### src/rtl/hk_pkg.sv
// Shared definitions for the housekeeping SPI register slave.
// Assumes 8-bit commands and addresses.
package hk_pkg;

    typedef enum logic [1:0] {
        PH_CMD  = 2'd0,
        PH_ADDR = 2'd1,
        PH_DATA = 2'd2,
        PH_DROP = 2'd3
    } phase_t;

    localparam logic [7:0] CMD_STREAM_RD = 8'h40;
    localparam logic [7:0] CMD_STREAM_WR = 8'h80;

    // Fixed identification contents of the read-only part of the map.
    function automatic logic [7:0] id_value(input logic [7:0] a);
        case (a)
            8'd1:    id_value = 8'h14;
            8'd2:    id_value = 8'h56;
            8'd3:    id_value = 8'h05;
            8'd4:    id_value = 8'h07;
            8'd5:    id_value = 8'h01;
            default: id_value = 8'h00;
        endcase
    endfunction

endpackage

### src/rtl/hk_spi_shifter.sv
// Bit-level SPI front end.
// - Synchronizes SCK, CSN and MOSI into clk.
// - Detects SCK edges and assembles received bytes MSB first.
// - Shifts the transmit byte out on falling edges.
// Assumes SCK is much slower than clk and that DW is a power of two.
module hk_spi_shifter #(
    parameter int DW          = 8,
    parameter int SYNC_STAGES = 2
) (
    input  logic          clk,
    input  logic          rst_n,
    input  logic          sck,
    input  logic          csn,
    input  logic          mosi,
    input  logic          load,
    input  logic [DW-1:0] load_data,
    output logic          sel,
    output logic          byte_done,
    output logic [DW-1:0] rx_byte,
    output logic          miso
);
    localparam int CW = $clog2(DW);
    localparam logic [CW-1:0] LAST_BIT = CW'(DW - 1);

    logic          sck_s, csn_s, mosi_s, sck_d;
    logic          rise, fall;
    logic [CW-1:0] bit_cnt;
    logic [DW-1:0] shreg, tx;

    generate
        if (SYNC_STAGES > 1) begin : g_sync
            logic [SYNC_STAGES-1:0] sck_p, csn_p, mosi_p;
            // Purpose: multi-stage synchronizer for the three SPI inputs.
            always_ff @(posedge clk) begin
                if (!rst_n) begin
                    sck_p  <= '0;
                    csn_p  <= '1;
                    mosi_p <= '0;
                end else begin
                    sck_p  <= {sck_p[SYNC_STAGES-2:0], sck};
                    csn_p  <= {csn_p[SYNC_STAGES-2:0], csn};
                    mosi_p <= {mosi_p[SYNC_STAGES-2:0], mosi};
                end
            end
            assign sck_s  = sck_p[SYNC_STAGES-1];
            assign csn_s  = csn_p[SYNC_STAGES-1];
            assign mosi_s = mosi_p[SYNC_STAGES-1];
        end else begin : g_single
            logic sck_r, csn_r, mosi_r;
            // Purpose: single-flop capture of the SPI inputs.
            always_ff @(posedge clk) begin
                if (!rst_n) begin
                    sck_r  <= 1'b0;
                    csn_r  <= 1'b1;
                    mosi_r <= 1'b0;
                end else begin
                    sck_r  <= sck;
                    csn_r  <= csn;
                    mosi_r <= mosi;
                end
            end
            assign sck_s  = sck_r;
            assign csn_s  = csn_r;
            assign mosi_s = mosi_r;
        end
    endgenerate

    // Purpose: keep the previous SCK level for edge detection.
    always_ff @(posedge clk) begin
        if (!rst_n) sck_d <= 1'b0;
        else        sck_d <= sck_s;
    end

    assign rise = sck_s & ~sck_d;
    assign fall = ~sck_s & sck_d;
    assign sel  = ~csn_s;

    // Purpose: receive shifter and bit counter, cleared while deselected.
    always_ff @(posedge clk) begin
        if (!rst_n || csn_s) begin
            bit_cnt   <= '0;
            shreg     <= '0;
            byte_done <= 1'b0;
        end else begin
            byte_done <= 1'b0;
            if (rise) begin
                shreg   <= {shreg[DW-2:0], mosi_s};
                bit_cnt <= bit_cnt + 1'b1;
                if (bit_cnt == LAST_BIT) byte_done <= 1'b1;
            end
        end
    end

    // Purpose: transmit register; load a new byte, shift after falling edges.
    always_ff @(posedge clk) begin
        if (!rst_n || csn_s)              tx <= '0;
        else if (load)                    tx <= load_data;
        else if (fall && bit_cnt != '0)   tx <= {tx[DW-2:0], 1'b0};
    end

    assign rx_byte = shreg;
    assign miso    = tx[DW-1];

    AST_MISO_IDLE: assert property (@(posedge clk) disable iff (!rst_n)
        csn_s |=> (tx == '0));
    AST_MISO_HOLD: assert property (@(posedge clk) disable iff (!rst_n)
        (!csn_s && !load && !fall) |=> $stable(tx));
    AST_PARTIAL_DROP: assert property (@(posedge clk) disable iff (!rst_n)
        csn_s |=> (bit_cnt == '0 && !byte_done));

endmodule

### src/rtl/hk_frame_ctl.sv
// Byte-level framing.
// - Decodes the command byte and captures the start address.
// - Steps the register pointer after each data byte.
// - Issues read loads and write strobes to the register bank.
// Assumes byte_done is a one-cycle pulse with rx_byte valid in that cycle.
module hk_frame_ctl
    import hk_pkg::*;
#(
    parameter int DW = 8
) (
    input  logic          clk,
    input  logic          rst_n,
    input  logic          sel,
    input  logic          byte_done,
    input  logic [DW-1:0] rx_byte,
    input  logic [DW-1:0] rd_data,
    output logic [DW-1:0] rd_addr,
    output logic          load,
    output logic [DW-1:0] load_data,
    output logic          wr_en,
    output logic [DW-1:0] wr_addr,
    output logic          wr_bit
);
    phase_t        phase;
    logic          is_read;
    logic [DW-1:0] ptr;

    // Purpose: phase sequencing, command decode and pointer stepping.
    always_ff @(posedge clk) begin
        if (!rst_n || !sel) begin
            phase   <= PH_CMD;
            is_read <= 1'b0;
            ptr     <= '0;
        end else if (byte_done) begin
            case (phase)
                PH_CMD: begin
                    if (rx_byte == CMD_STREAM_RD) begin
                        phase   <= PH_ADDR;
                        is_read <= 1'b1;
                    end else if (rx_byte == CMD_STREAM_WR) begin
                        phase   <= PH_ADDR;
                        is_read <= 1'b0;
                    end else begin
                        phase   <= PH_DROP;
                    end
                end
                PH_ADDR: begin
                    phase <= PH_DATA;
                    ptr   <= is_read ? rx_byte + 1'b1 : rx_byte;
                end
                PH_DATA: ptr <= ptr + 1'b1;
                default: phase <= PH_DROP;
            endcase
        end
    end

    // Purpose: read address select and strobes toward bank and shifter.
    always_comb begin
        rd_addr   = (phase == PH_ADDR) ? rx_byte : ptr;
        load      = byte_done && is_read && (phase == PH_ADDR || phase == PH_DATA);
        load_data = rd_data;
        wr_en     = byte_done && !is_read && (phase == PH_DATA);
        wr_addr   = ptr;
        wr_bit    = rx_byte[0];
    end

    AST_DROP_STICKS: assert property (@(posedge clk) disable iff (!rst_n)
        (phase == PH_DROP) |=> (phase == PH_DROP || phase == PH_CMD));
    AST_PTR_STEP: assert property (@(posedge clk) disable iff (!rst_n)
        (sel && byte_done && phase == PH_DATA) |=> (ptr == $past(ptr) + 1'b1));

endmodule

### src/rtl/hk_regbank.sv
// Register map: fixed identification values plus one writable
// external-reset control bit. Reads are combinational.
// Assumes DW >= 8.
module hk_regbank
    import hk_pkg::*;
#(
    parameter int DW       = 8,
    parameter int NUM_REGS = 9,
    parameter int EXT_ADDR = 7
) (
    input  logic          clk,
    input  logic          rst_n,
    input  logic          wr_en,
    input  logic [DW-1:0] wr_addr,
    input  logic          wr_bit,
    input  logic [DW-1:0] rd_addr,
    output logic [DW-1:0] rd_data,
    output logic          ext_reset
);
    localparam logic [DW-1:0] EXT_A  = DW'(EXT_ADDR);
    localparam logic [DW-1:0] LAST_A = DW'(NUM_REGS - 1);

    logic ext_bit;

    // Purpose: the only writable state, the external-reset control bit.
    always_ff @(posedge clk) begin
        if (!rst_n)                           ext_bit <= 1'b0;
        else if (wr_en && wr_addr == EXT_A)   ext_bit <= wr_bit;
    end

    // Purpose: read multiplexer over the map.
    always_comb begin
        if (rd_addr == EXT_A)        rd_data = {{(DW-1){1'b0}}, ext_bit};
        else if (rd_addr <= LAST_A)  rd_data = DW'(id_value(rd_addr[7:0]));
        else                         rd_data = '0;
    end

    assign ext_reset = ext_bit;

    AST_EXT_FOLLOW: assert property (@(posedge clk) disable iff (!rst_n)
        (wr_en && wr_addr == EXT_A) |=> (ext_bit == $past(wr_bit)));
    AST_RO_IGNORED: assert property (@(posedge clk) disable iff (!rst_n)
        !(wr_en && wr_addr == EXT_A) |=> $stable(ext_bit));
    AST_RST_CLEAR: assert property (@(posedge clk)
        !rst_n |=> !ext_bit);

endmodule

### src/rtl/hk_spi_regs.sv
// Top level of the housekeeping SPI register slave.
// Wires the bit shifter, framing control and register bank together.
// Assumes spi_sck toggles at most once every four clk cycles.
module hk_spi_regs #(
    parameter int DW          = 8,
    parameter int SYNC_STAGES = 2,
    parameter int NUM_REGS    = 9,
    parameter int EXT_ADDR    = 7
) (
    input  logic clk,
    input  logic rst_n,
    input  logic spi_sck,
    input  logic spi_csn,
    input  logic spi_mosi,
    output logic spi_miso,
    output logic ext_reset_o
);
    logic          sel, byte_done, load, wr_en, wr_bit;
    logic [DW-1:0] rx_byte, load_data, rd_addr, rd_data, wr_addr;

    hk_spi_shifter #(.DW(DW), .SYNC_STAGES(SYNC_STAGES)) u_shift (
        .clk(clk), .rst_n(rst_n), .sck(spi_sck), .csn(spi_csn), .mosi(spi_mosi),
        .load(load), .load_data(load_data), .sel(sel), .byte_done(byte_done),
        .rx_byte(rx_byte), .miso(spi_miso)
    );

    hk_frame_ctl #(.DW(DW)) u_ctl (
        .clk(clk), .rst_n(rst_n), .sel(sel), .byte_done(byte_done),
        .rx_byte(rx_byte), .rd_data(rd_data), .rd_addr(rd_addr), .load(load),
        .load_data(load_data), .wr_en(wr_en), .wr_addr(wr_addr), .wr_bit(wr_bit)
    );

    hk_regbank #(.DW(DW), .NUM_REGS(NUM_REGS), .EXT_ADDR(EXT_ADDR)) u_bank (
        .clk(clk), .rst_n(rst_n), .wr_en(wr_en), .wr_addr(wr_addr),
        .wr_bit(wr_bit), .rd_addr(rd_addr), .rd_data(rd_data),
        .ext_reset(ext_reset_o)
    );

endmodule

### config.mk
export PLATFORM = sky130hd
export DESIGN_NAME = hk_spi_regs
export DESIGN_NICKNAME = d
export VERILOG_FILES = /design/src/rtl/hk_pkg.sv /design/src/rtl/hk_spi_shifter.sv /design/src/rtl/hk_frame_ctl.sv /design/src/rtl/hk_regbank.sv /design/src/rtl/hk_spi_regs.sv
export SDC_FILE = /design/constraint.sdc
export NUM_CORES = 1
export LEC_CHECK = 0
export ABC_AREA = 1
export BUFFER_PORTS_ARGS = -buffer_cell sky130_fd_sc_hd__buf_2
export CAP_MARGIN = 15
export CORE_MARGIN = 3
export CORE_UTILIZATION = 35
export DETAILED_ROUTE_END_ITERATION = 10
export GPL_TIMING_DRIVEN = 0
export HOLD_SLACK_MARGIN = 0.06
export SLEW_MARGIN = 5
export SYNTH_ARGS = -nofsm -noshare
export SYNTH_HDL_FRONTEND = slang
export SYNTH_HIERARCHICAL = 1
export SYNTH_SLANG_ARGS = --single-unit
export TNS_END_PERCENT = 100
### constraint.sdc
create_clock -name clk -period 2 [get_ports clk]
set_input_delay 0.1 -clock clk [delete_from_list [all_inputs] [get_ports clk]]
set_output_delay 0.1 -clock clk [all_outputs]
set_load 0.01 [all_outputs]
==> results_dict.tcl <==
set metrics [dict create \
    max_freq_mhz 515.1 \
    portBuffers 6 \
    netlist_area_um2 2489 \
    layout_common_cells "nand2_1, inv_1, dfxtp_1" \
    wire_per_inst_um 11.22 \
    power.internal_mw 1.178 \
    cts_tree "done" \
    fp.dieH_um 90.33 \
    diodes 0 \
    ys_types 33 \
    outcome "completed" \
    r2r_end "u_shift/tx[2]" \
    insertion_delay_ns 0.30 \
    seq_power_share_pct 52.2 \
    cts_max_level 2 \
    final_antenna_net_count 0 \
    reg2reg_slack_ns 0.06 \
    io_pins 7 \
    netlist_top_cells_area "dfxtp_1, nand2_1, inv_1" \
    end_kind "flip-flop" \
    start_util_pct 36.43 \
    cp_slowest_cell "dfxtp_2" \
    synth_area_per_cell_um2 6.672 \
    synthFlopType "dfxtp_1" \
    die_w_um 90.33 \
    first_global_vias 2078 \
    grt_overflow 0 \
    p_sw_share_pct 21.68 \
    maxSlewViolCount 0 \
    fin_area_um2 2887 \
    clock_path_buffers 2 \
    drc 0 \
    cts_sinks 39 \
    finalHoldViolCount 0 \
    synth_edf_count 0 \
    row_count 30 \
    grt_pass1_wl_mm 9.356 \
    synth_seq_cells 39 \
    start_kind "flip-flop" \
    netlist.area_leader.share_pct 31.37 \
    max_cap_viol_count 0 \
    wirelength_mm 5.520 \
    drt-pass1-iter-count 8 \
    yosysTopAreaCell "dfxtp_1" \
    final_common_cell "nand2_1" \
    syn_inst 373 \
    hpwl_mm 3.899 \
    required_ns 2.23 \
    grt_start_max_net_pins 14 \
    drtIter0Drc 134 \
    core_um2 6832 \
    ys_warn_count 6 \
    power_density_nw_per_um2 521.0 \
    min_to "u_shift/g_sync.csn_p[1]" \
    cp_top_family "simple AND/OR/NAND/NOR gates" \
    grt_antenna_before_repair 0 \
    power_switching_mw 0.3260 \
    period_share_pct 97.07 \
    gp_congestion 0.8454 \
    finalCriticalPeriod_ns 1.941 \
    synth_seq_area_share_pct 31.37 \
    num_vias 2314 \
    min_from "u_shift/g_sync.csn_p[0]" \
    critPathKind "reg -> reg" \
    worst-path-max-fanout 6 \
    path_clk_slew_ns 0.09 \
    cpMostUsedCell "nand2_1" \
    cp_num_buf_inv 4 \
    rsz0062_at_grt "true" \
    async_flop_share_pct 0 \
    fin_util_pct 42.25 \
    hold_path.class "reg -> reg" \
    vias_per_cell 4.703 \
    dieArea_um2 8159 \
    crit_chain "inv_2, ha_4, buf_6, nand2_1, o21ai_2, nor2_2, nand3_1, nor2_2, inv_1, nand3_2, buf_4, nand2_1, nand2_1, nand2_1, a21oi_1" \
    setup_viol 0 \
    nets 410 \
    dpl_cell_area_um2 2646 \
    crit_arrival_ns 2.18 \
    area_growth_syn_to_layout_pct 15.99 \
    numCtsBuffers 5 \
    peakVddDrop_mv 0.2447 \
    crit_path_max_incr_delay_ns 0.35 \
    p_comb_share_pct 3.2 \
    skew_ns 0.009368 \
    p_leak_nw 1.241 \
    drive_above_1_share_pct 19.70 \
    reg2reg_depth 15 \
    p_clk_share_pct 44.6 \
    cts-root-buf "clkbuf_8" \
    r2r_start "u_ctl/phase[1]" \
    holdPathStages 2 \
    track_usage_pct 13.88 \
]
-- timing repair --
| action | in CTS | in global routing |
|---|---|---|
| endpoints found under the hold margin | 4 | 0 |
| setup buffers | 1 | 2 |
| pin swaps | 3 | 5 |
| setup endpoints to repair | 5 | 5 |
| cloned | 0 | 1 |
| hold buffers | 4 | 0 |
| resized for setup | 13 | 13 |
-- sequential cells by signal (all words and copies together), names as in the netlist, 2 cells and up --
register	cells
u_shift/tx	8
u_shift/g_sync.sck_p	2
u_ctl/wr_addr	8
u_shift/bit_cnt	3
u_shift/rx_byte	8
u_shift/g_sync.csn_p	2
u_shift/g_sync.mosi_p	2
u_ctl/phase	2
-- logic make-up (layout without fill, tap and decap cells) --
| kind of cell | Yosys count | after routing | share of synthesized area (%) |
|---|---|---|---|
| and+or+nand+nor | 191 | 191 | 34.54 |
| buffers and inverters | 75 | 96 | 15.48 |
| AOI/OAI and AO/OA | 56 | 56 | 13.07 |
| DFF | 39 | 39 | 31.37 |
| adders and majority gates | 10 | 10 | 5.028 |
| other | 1 | 3 | 0.1507 |
| xor gates and xnor gates | 1 | 1 | 0.3520 |
-- worst register-to-register path: cells and delay by family (launching register included) --
kind	cells	cell delay, ns
AO/OA/AOI/OAI	2	0.22
adder cells (fa/ha/maj)	1	0.18
buffers and inverters	4	0.34
flip-flops	1	0.35
AND/OR/NAND/NOR	8	0.80
-- final cells by class --
type / instances / area (um2)
repair buffers: 14 / 97.59
plain buffers: 20 / 175.2
flip-flops and latches: 39 / 783.3
clock inverters: 3 / 43.79
well taps: 96 / 120.1
clock buffers: 5 / 68.82
fillers: 721 / 3945
inverters: 54 / 210.2
multi-input cells: 261 / 1388
-- worst max-delay path by stage --
stage	startpoint	end	slack [ns]	cells after the start
finish	u_ctl/phase[1]	u_shift/tx[2]	0.06	15
detailed placement	u_ctl/phase[1]	u_shift/tx[6]	-0.26	15
global route	u_ctl/phase[1]	u_shift/tx[2]	-0.13	15
CTS	u_ctl/phase[1]	u_shift/tx[6]	0.02	15
floorplan	u_ctl/phase[1]	u_shift/tx[6]	0.02	15
global placement	u_ctl/phase[1]	u_shift/tx[6]	-0.26	15
-- routing by layer --
metal / GRT usage (%) / routed length [um]
met1: 18.88 / 2775
met2: 22.22 / 2470
met3: 3.000 / 224
met4: 3.827 / 50
met5: 0 / 0
-- synth_stat cells (2+ instances only) --
library cell and number:
buf_6 3, nand3_1 36, nand2_1 101, inv_1 49
dfxtp_1 39, a21oi_2 2, o211ai_1 2, o21ai_0 18
nor2_1 28, nor2_4 2, nor3_1 3, ha_1 10
nor2_2 5, nand2_2 7, a31oi_1 2, a211oi_2 2
buf_4 15, nand4_1 4, nand2_4 2, inv_2 3
a21oi_1 28
-- per-stage QoR --
step	worst slack, ns	hold WS (ns)	cells	setup TNS [ns]	total power [mW]
6_report	0.05866	0.4106	492	0	1.504
5_1_grt	-0.1287	0.4323	492	-0.1662	1.570
4_1_cts	0.01505	0.4201	490	0	1.531
3_5_place_dp	-0.2568	0.2838	477	-0.9874	0.8459
3_3_place_gp	-0.2576	0.2800	477	-0.9019	0.8454
2_1_floorplan	0.01594	0.1848	375	0	0.8344
-- power groups by stage --
stage / sequential [mW] / combinational (mW) / clock (mW)
4_1_cts: 0.785 / 0.0489 / 0.698
5_1_grt: 0.785 / 0.0553 / 0.729
3_3_place_gp: 0.803 / 0.0426 / 0
3_5_place_dp: 0.803 / 0.0430 / 0
2_1_floorplan: 0.802 / 0.0319 / 0
6_report: 0.784 / 0.0486 / 0.671
Note: power is estimated with default switching activity, not from simulation.
